## src/rtl/ls_align_pkg.sv

```systemverilog
package ls_align_pkg;
  typedef enum logic [1:0] {
    SZ_BYTE  = 2'b00,
    SZ_HALF  = 2'b01,
    SZ_WORD  = 2'b10,
    SZ_WORD2 = 2'b11
  } acc_size_e;

  function automatic logic is_word(input logic [1:0] sz);
    return sz[1];
  endfunction
endpackage

```

## src/rtl/ls_lane_check.sv

```systemverilog
module ls_lane_check
  import ls_align_pkg::*;
#(
  parameter int LANES = 4,
  parameter int LB    = $clog2(LANES)
) (
  input  logic [1:0]    size,
  input  logic [LB-1:0] addr,
  output logic [LANES-1:0] be,
  output logic          misalign
);
  always_comb begin
    misalign = 1'b0;
    if (is_word(size))          misalign = (addr != '0);
    else if (size == SZ_HALF)   misalign = addr[0];
  end

  for (genvar k = 0; k < LANES; k++) begin : g_lane
    localparam logic [LB-1:0] KIDX = LB'(k);
    always_comb begin
      if (is_word(size))        be[k] = 1'b1;
      else if (size == SZ_HALF) be[k] = (KIDX[LB-1:1] == addr[LB-1:1]);
      else                      be[k] = (KIDX == addr);
    end
  end
endmodule

```

## src/rtl/ls_store_replicate.sv

```systemverilog
module ls_store_replicate
  import ls_align_pkg::*;
#(
  parameter int DATA_W = 32,
  parameter int LANES  = DATA_W / 8
) (
  input  logic [1:0]        size,
  input  logic [DATA_W-1:0] src,
  output logic [DATA_W-1:0] lanes_out
);
  for (genvar k = 0; k < LANES; k++) begin : g_lane
    always_comb begin
      if (is_word(size))        lanes_out[8*k +: 8] = src[8*k +: 8];
      else if (size == SZ_HALF) lanes_out[8*k +: 8] = src[8*(k%2) +: 8];
      else                      lanes_out[8*k +: 8] = src[7:0];
    end
  end
endmodule

```

## src/rtl/ls_load_extract.sv

```systemverilog
module ls_load_extract
  import ls_align_pkg::*;
#(
  parameter int DATA_W = 32,
  parameter int LB     = $clog2(DATA_W / 8)
) (
  input  logic [1:0]        size,
  input  logic              sgn,
  input  logic [LB-1:0]     addr,
  input  logic [DATA_W-1:0] word_in,
  output logic [DATA_W-1:0] data_out
);
  logic [7:0]  pick_b;
  logic [15:0] pick_h;
  logic [LB-1:0] half_sel;

  always_comb begin
    half_sel = {addr[LB-1:1], 1'b0};
    pick_b   = word_in[{addr, 3'b000} +: 8];
    pick_h   = word_in[{half_sel, 3'b000} +: 16];
    if (is_word(size))
      data_out = word_in;
    else if (size == SZ_HALF)
      data_out = {{(DATA_W-16){sgn & pick_h[15]}}, pick_h};
    else
      data_out = {{(DATA_W-8){sgn & pick_b[7]}}, pick_b};
  end
endmodule

```

## src/rtl/ls_size_aligner.sv

```systemverilog
module ls_size_aligner
  import ls_align_pkg::*;
#(
  parameter int DATA_W = 32,
  parameter int LANES  = DATA_W / 8,
  parameter int LB     = $clog2(LANES)
) (
  input  logic              clk,
  input  logic              rst_n,
  input  logic              in_valid,
  output logic              in_ready,
  input  logic              in_is_store,
  input  logic [1:0]        in_size,
  input  logic              in_signed,
  input  logic [LB-1:0]     in_addr_lo,
  input  logic [DATA_W-1:0] in_wdata,
  input  logic [DATA_W-1:0] in_rdata,
  output logic              out_valid,
  input  logic              out_ready,
  output logic [DATA_W-1:0] out_ldata,
  output logic [DATA_W-1:0] out_wdata,
  output logic [LANES-1:0]  out_be,
  output logic              out_misalign
);
  logic [LANES-1:0]  be_raw;
  logic              mis_raw;
  logic [DATA_W-1:0] rep_raw, ld_raw;
  logic [DATA_W-1:0] nx_ldata, nx_wdata;
  logic [LANES-1:0]  nx_be;
  logic              accept;
  logic              q_store, q_signed;
  logic [1:0]        q_size;

  ls_lane_check #(.LANES(LANES), .LB(LB)) u_check (
    .size(in_size), .addr(in_addr_lo), .be(be_raw), .misalign(mis_raw)
  );

  ls_store_replicate #(.DATA_W(DATA_W), .LANES(LANES)) u_rep (
    .size(in_size), .src(in_wdata), .lanes_out(rep_raw)
  );

  ls_load_extract #(.DATA_W(DATA_W), .LB(LB)) u_ext (
    .size(in_size), .sgn(in_signed), .addr(in_addr_lo),
    .word_in(in_rdata), .data_out(ld_raw)
  );

  always_comb begin
    in_ready = !out_valid || out_ready;
    accept   = in_valid && in_ready;
    nx_be    = (in_is_store && !mis_raw) ? be_raw  : '0;
    nx_wdata = (in_is_store && !mis_raw) ? rep_raw : '0;
    nx_ldata = (!in_is_store && !mis_raw) ? ld_raw : '0;
  end

  always_ff @(posedge clk or negedge rst_n) begin
    if (!rst_n) begin
      out_valid    <= 1'b0;
      out_ldata    <= '0;
      out_wdata    <= '0;
      out_be       <= '0;
      out_misalign <= 1'b0;
      q_store      <= 1'b0;
      q_signed     <= 1'b0;
      q_size       <= 2'b00;
    end else if (accept) begin
      out_valid    <= 1'b1;
      out_ldata    <= nx_ldata;
      out_wdata    <= nx_wdata;
      out_be       <= nx_be;
      out_misalign <= mis_raw;
      q_store      <= in_is_store;
      q_signed     <= in_signed;
      q_size       <= in_size;
    end else if (out_ready) begin
      out_valid    <= 1'b0;
    end
  end

  AST_HOLD_ON_STALL: assert property (@(posedge clk) disable iff (!rst_n)
    (out_valid && !out_ready) |=> (out_valid && $stable(out_ldata) && $stable(out_wdata)
      && $stable(out_be) && $stable(out_misalign)));

  AST_BYTE_ONE_LANE: assert property (@(posedge clk) disable iff (!rst_n)
    (out_valid && q_store && q_size == SZ_BYTE) |-> ($countones(out_be) == 1));

  AST_MISALIGN_QUIET: assert property (@(posedge clk) disable iff (!rst_n)
    (out_valid && out_misalign) |-> (out_be == '0 && out_ldata == '0 && out_wdata == '0));

  AST_LOAD_NO_WRITE: assert property (@(posedge clk) disable iff (!rst_n)
    (out_valid && !q_store) |-> (out_be == '0 && out_wdata == '0));

  AST_BYTE_FILL: assert property (@(posedge clk) disable iff (!rst_n)
    (out_valid && !q_store && q_size == SZ_BYTE && !out_misalign)
      |-> (out_ldata[DATA_W-1:8] == {(DATA_W-8){q_signed & out_ldata[7]}}));

  AST_HALF_NEVER_ODD_BE: assert property (@(posedge clk) disable iff (!rst_n)
    (out_valid && q_store && q_size == SZ_HALF && !out_misalign)
      |-> ($countones(out_be) == 2));
endmodule

```

## config.mk

```make
export PLATFORM = sky130hd
export DESIGN_NAME = ls_size_aligner
export DESIGN_NICKNAME = d
export VERILOG_FILES = /design/src/rtl/ls_align_pkg.sv /design/src/rtl/ls_lane_check.sv /design/src/rtl/ls_store_replicate.sv /design/src/rtl/ls_load_extract.sv /design/src/rtl/ls_size_aligner.sv
export SDC_FILE = /design/constraint.sdc
export NUM_CORES = 1
export LEC_CHECK = 0
export ABC_AREA = 1
export CAP_MARGIN = 20
export CORE_ASPECT_RATIO = 1.2
export CORE_MARGIN = 4
export CORE_UTILIZATION = 35
export DETAILED_ROUTE_END_ITERATION = 6
export PLACE_DENSITY = 0.66
export SLEW_MARGIN = 20
export SYNTH_ARGS = -nofsm -noshare
export SYNTH_HDL_FRONTEND = slang
export SYNTH_SLANG_ARGS = --single-unit
```

## constraint.sdc

```tcl
create_clock -name clk -period 3.07 [get_ports clk]
set_input_delay 0.614 -clock clk [delete_from_list [all_inputs] [get_ports clk]]
set_output_delay 0.614 -clock clk [all_outputs]
set_load 0.005 [all_outputs]
```

==> impl_metrics.toml, run 1 <==
[status]
status = "complete, no violations"

[global_route]
gr-total-overflow = 0
antenna_found_initial = 0
grt_use_total_pct = 19.5
grt_max_degree = 71
grt_pass1_wl_mm = 18.5
first_global_vias = 3766

[placement]
dp_hpwl_mm = 8.44
dpl-instance-area_mm2 = 0.00515
portBuffers = 144
routabilityCongestion = 0.860
placedCellCount = 730

[synthesis]
yosysTopAreaCell = "dfrtp_1"
ys.flop_type = "dfrtp_1"
syn-cell-area_mm2 = 0.00365
synthCells = 480
synth_seq_cells = 70
syn_area_per_cell_um2 = 7.61
ys_top_cells_by_count = "175 x nand2_1, 70 x dfrtp_1, 45 x inv_1"
ys_warn_count = 0
synth_edf_count = 0
synthArstFlopShare_pct = 100
netlist.area_leader.share_pct = 47.9
yosysMostFrequentCell = "nand2_1"
netlist_top_cells_area = "dfrtp_1 48%, nand2_1 18%, o21ai_2 4.8%, inv_1 4.6%, nand3_1 3.7%"
synth_fp_nets = 554
yosysSeqAreaShare_pct = 47.9
synth.distinct_cells = 24

[sta]
holdWs_ps = 395
finalSetupViolCount = 0
max_freq_mhz = 430
final_hold_viol_count = 0
slew_headroom_pct = 40.5
setup_tns_ps = 0
rsz0062_at_grt = "no"
tightest_slew_ps = 892
slew_violations = 0
fin_crit_sh_pct = 75.7
period_needed_ps = 2320
clock_skew_ps = 5.35

[critical_path]
cp-start-kind = "input port"
end_kind = "primary output"
worstRegToRegCells = 6
reg2reg_setup_slack_ps = 1520
reg2reg_to = "out_ldata[18]"
crit_type = "input port to primary output"
critPathMaxFanout = 2
cp.arrival_ps = 1710
cp.required_ps = 2460
r2r-start = "out_valid"

[route]
drtAntennaViolNets = 0
wl_per_cell_um = 15.6
first_pass_iters = 4
drt_wl_total_mm = 11.6
drt-vias-per-instance = 4.88
drc = 0
drt_iter0_markers = 149
num_vias = 3637

[clock_network]
clock-sinks = 70
worstSkewPairLatency_ps = 330
postCtsSetupBuffers = 0
clk_pin_slew_ps = 60
htreeDepth = 3
cts_max_path_buffers = 2
cts_hold_buffers = 0
cts_resized = 0
cts_root_buf = "clkbuf_16"
cts_tree = "built"
cts_buffers = 9

[run]
max-cap-violations = 0

[floorplanning]
io_pins = 145
initial_utilization_pct = 36.1
die-area_mm2 = 0.0121
fp.dieW_um = 101
rows = 40
coreArea_mm2 = 0.0101
die_h_um = 120

[worst_hold_path]
min_path_type = "input port to async pin"

[finish]
layout.nets = 689
insertedDiodeCount = 0
areaGrowthSynthToFinish_pct = 50.3
stdcell_area_mm2 = 0.00549
fin_util_pct = 54.3
final_layout_size_suffix_gt1_share_pct = 9.68
fin_cells = 746

[power_and_ir_drop]
p_leak_nw = 2.60
power.density_mw_per_mm2 = 514
irDropWorstVdd_v = 0.000292
-- flip-flops by register name (all words and copies together) (netlist names) --
name and count:
out_be 4, out_ldata 32, out_misalign 1, out_valid 1, out_wdata 32
-- placed cells by master, fill, tap and decap left out --
| cell type | n |
|---|---|
| dfrtp_1 | 70 |
| nor2_1 | 33 |
| o21ai_1 | 14 |
| clkinvlp_4 | 2 |
| nand2_4 | 1 |
| o21ai_2 | 20 |
| nor2_4 | 2 |
| clkbuf_16 | 9 |
| nor2_8 | 1 |
| buf_4 | 5 |
| or2_2 | 1 |
| nand3_1 | 27 |
| inv_1 | 45 |
| nand2_2 | 7 |
| a21oi_1 | 18 |
| clkdlybuf4s50_1 | 143 |
| nand2_1 | 175 |
| o22ai_1 | 4 |
| bufinv_16 | 3 |
| a21oi_2 | 2 |
| o221ai_1 | 4 |
| buf_12 | 1 |
| inv_2 | 4 |
| clkbuf_1 | 1 |
| o21ai_0 | 26 |
| clkinv_2 | 1 |
| inv_4 | 1 |
-- worst max-delay path by stage --
stage                       start       endpoint  slack (ps)  depth (start not counted)
finish                  out_ready       in_ready         750                          4
global route           in_size[1]  out_ldata[30]         610                          9
detailed placement     in_size[1]  out_ldata[30]         440                          9
floorplan           in_addr_lo[1]  out_ldata[20]        1470                          8
CTS                     out_ready       in_ready         740                          4
global placement       in_size[1]  out_ldata[29]         520                          9
-- metal layers --
layer  up-vias  part of all wire (%)  GRT usage [%]
li1       1783                     -              -
met1      1688                    43           24.3
met2       149                    47           31.6
met3        17                   8.5           5.81
met4         0                   2.0           7.15
met5         -                     0              0
-- cells by family after synthesis --
family / synth area share (%)
AOI/OAI and AO/OA: 14.9
and+or+nand+nor: 27.9
DFF: 47.9
buffers and inverters: 9.28
-- critical path, cell delays in order --
cell and delay, ps:
clkdlybuf4s50_1 450, inv_1 60, nand2_1 70, clkdlybuf4s50_1 510
-- power breakdown --
part / internal [mW] / switching [mW] / total, mW / leakage (nW)
Combinational: 0.310 / 0.267 / 0.577 / 1.51
Sequential: 1.01 / 0.0520 / 1.06 / 0.936
Clock: 0.792 / 0.392 / 1.18 / 0.159
Total: 2.11 / 0.711 / 2.82 / 2.60
-- metrics by stage --
stage | setup WS, ps | power (mW)
finish | 747 | 2.82
global route | 605 | 2.96
CTS | 738 | 2.85
detailed placement | 441 | 1.66
global placement | 525 | 1.65
floorplan | 1470 | 1.30
-- layout make-up --
class,instances,area (um^2)
clock buffers,10,229
clock inverters,6,110
fillers,961,4620
inverters,50,190
multi-input cells,335,1560
flip-flops and latches,70,1750
well taps,126,158
repair buffers,149,1490
Power figures use the tool's default switching activity.
==> inputs of run 2 (changes only) <==
==> constraint.sdc (replaced) <==
create_clock -name clk -period 2.4 [get_ports clk]
set_input_delay 0.48 -clock clk [delete_from_list [all_inputs] [get_ports clk]]
set_output_delay 0.48 -clock clk [all_outputs]
set_load 0.005 [all_outputs]
==> run 2 against run 1 <==
Net effect: critical endpoint unchanged; routed wire length down 2.7%; hold slack worse by 320 ps; highest routed layer unchanged; power up 20%; non-clock buffer count up 9; final cell count up 1.1%; critical path depth unchanged; clock power up 9%; core utilization up 0.31 points; first-iteration DRC count down 20%; clock-buffer cell count up 1; clock skew down 0.53 ps.
==> impl_metrics.toml, run 2 (synthesis gave the netlist of run 1 again) <==
[clock_network]
cts_root_buf = "clkbuf_16"
cts_max_path_buffers = 2
cts_tree = "built"
clk_pin_slew_ps = 50
cts_buffers = 9
worstSkewPairLatency_ps = 330
cts_hold_buffers = 0
postCtsSetupBuffers = 0
cts_resized = 0
clock-sinks = 70
htreeDepth = 3

[global_route]
grt_use_total_pct = 19.2
first_global_vias = 3691
grt_max_degree = 50
gr-total-overflow = 0
antenna_found_initial = 0
grt_pass1_wl_mm = 18.4

[route]
drc = 0
first_pass_iters = 4
drtAntennaViolNets = 0
drt-vias-per-instance = 4.85
drt_wl_total_mm = 11.3
drt_iter0_markers = 119
num_vias = 3655
wl_per_cell_um = 15.0

[critical_path]
cp.depth = 4
worstRegToRegCells = 6
crit_type = "input port to primary output"
end_kind = "primary output"
cp-start-kind = "input port"
r2r-start = "out_valid"
crit_buf_inv = 3
cp.arrival_ps = 1580
startpoint = "out_ready"
reg2reg_setup_slack_ps = 990
worstSetupEndpoint = "in_ready"
reg2reg_to = "out_wdata[18]"
cp.required_ps = 1920
slowest_stage = "clkdlybuf4s50_1"
cp_common_cell = "clkdlybuf4s50_1"
path_cells = "clkdlybuf4s50_1 -> inv_1 -> nand2_1 -> clkdlybuf4s50_1"
cp_top_family = "buffers and inverters"
critPathMaxStageDelay_ps = 520
critPathMaxFanout = 2

[run]
max-cap-violations = 0

[finish]
top_regs = "out_ldata: 32 flops, out_wdata: 32 flops, out_be: 4 flops"
stdcell_area_mm2 = 0.00552
layout_common_cells = "175 x nand2_1, 143 x clkdlybuf4s50_1, 70 x dfrtp_1"
insertedDiodeCount = 0
fin_util_pct = 54.6
areaGrowthSynthToFinish_pct = 51.1
final_common_cell = "nand2_1"
final_layout_size_suffix_gt1_share_pct = 10.8
layout.nets = 698

[floorplanning]
initial_utilization_pct = 36.1
die-area_mm2 = 0.0121
die_h_um = 120
coreArea_mm2 = 0.0101
rows = 40
io_pins = 145
fp.dieW_um = 101

[power_and_ir_drop]
p_leak_nw = 2.63
power.density_mw_per_mm2 = 614
fin_total_pwr_mw = 3.39
irDropWorstVdd_v = 0.000345

[sta]
clock_skew_ps = 4.82
slew_headroom_pct = 64.8
final_hold_viol_count = 0
rsz0062_at_grt = "no"
max_freq_mhz = 485
finalSetupViolCount = 0
tightest_slew_ps = 528
slew_violations = 0
fin_crit_sh_pct = 85.9
period_needed_ps = 2060
setup_tns_ps = 0

[worst_hold_path]
min_path_type = "input port to async pin"

[placement]
dp_hpwl_mm = 8.55
dpl-instance-area_mm2 = 0.00523
portBuffers = 144
routabilityCongestion = 0.820

[status]
status = "complete, no violations"
==> run 2: changes by cell type in the layout (fill, tap and decap cells not counted), sizes merged <==
cell      delta
clkbuf       +1
bufinv       -2
clkinvlp     -1
buf          +9
clkinv       +1
==> run 2: final cells by class <==
cell class,instances,area (um^2)
tap,126,158
inverter,50,190
timing repair buffer,158,1570
fill,980,4590
clock inverter,4,47.5
multi-input combinational,335,1560
clock buffer,11,243
sequential,70,1750
==> run 2: worst min-delay path by stage <==
| stage | start | end | cells after the start |
|---|---|---|---|
| after floorplan | rst_n | out_be[0] | 0 |
| after detailed placement | rst_n | out_wdata[25] | 1 |
| after global placement | rst_n | out_wdata[9] | 1 |
| after global routing | rst_n | out_misalign | 1 |
| final | rst_n | out_wdata[25] | 1 |
| after CTS | rst_n | out_valid | 1 |
==> run 2: report_power, final <==
part | total, mW | switching (mW) | internal [mW]
logic | 0.746 | 0.338 | 0.408
clock network | 1.29 | 0.467 | 0.823
registers | 1.36 | 0.0650 | 1.29
==> run 2: through the flow <==
stage	hold slack (ps)	instances	worst slack, ps
after global placement	426	739	320
after CTS	75.7	754	331
after global routing	93.1	754	310
final	75.0	754	338
after detailed placement	426	739	286
after floorplan	184	480	937
==> run 2: layer usage <==
metal	part of all wire [%]	global-route usage, %	vias to the layer above
met1	42	25.0	1672
li1	-	-	1808
met4	1.9	7.32	0
met3	8.6	4.88	16
met2	48	30.3	159
met5	0	0	-
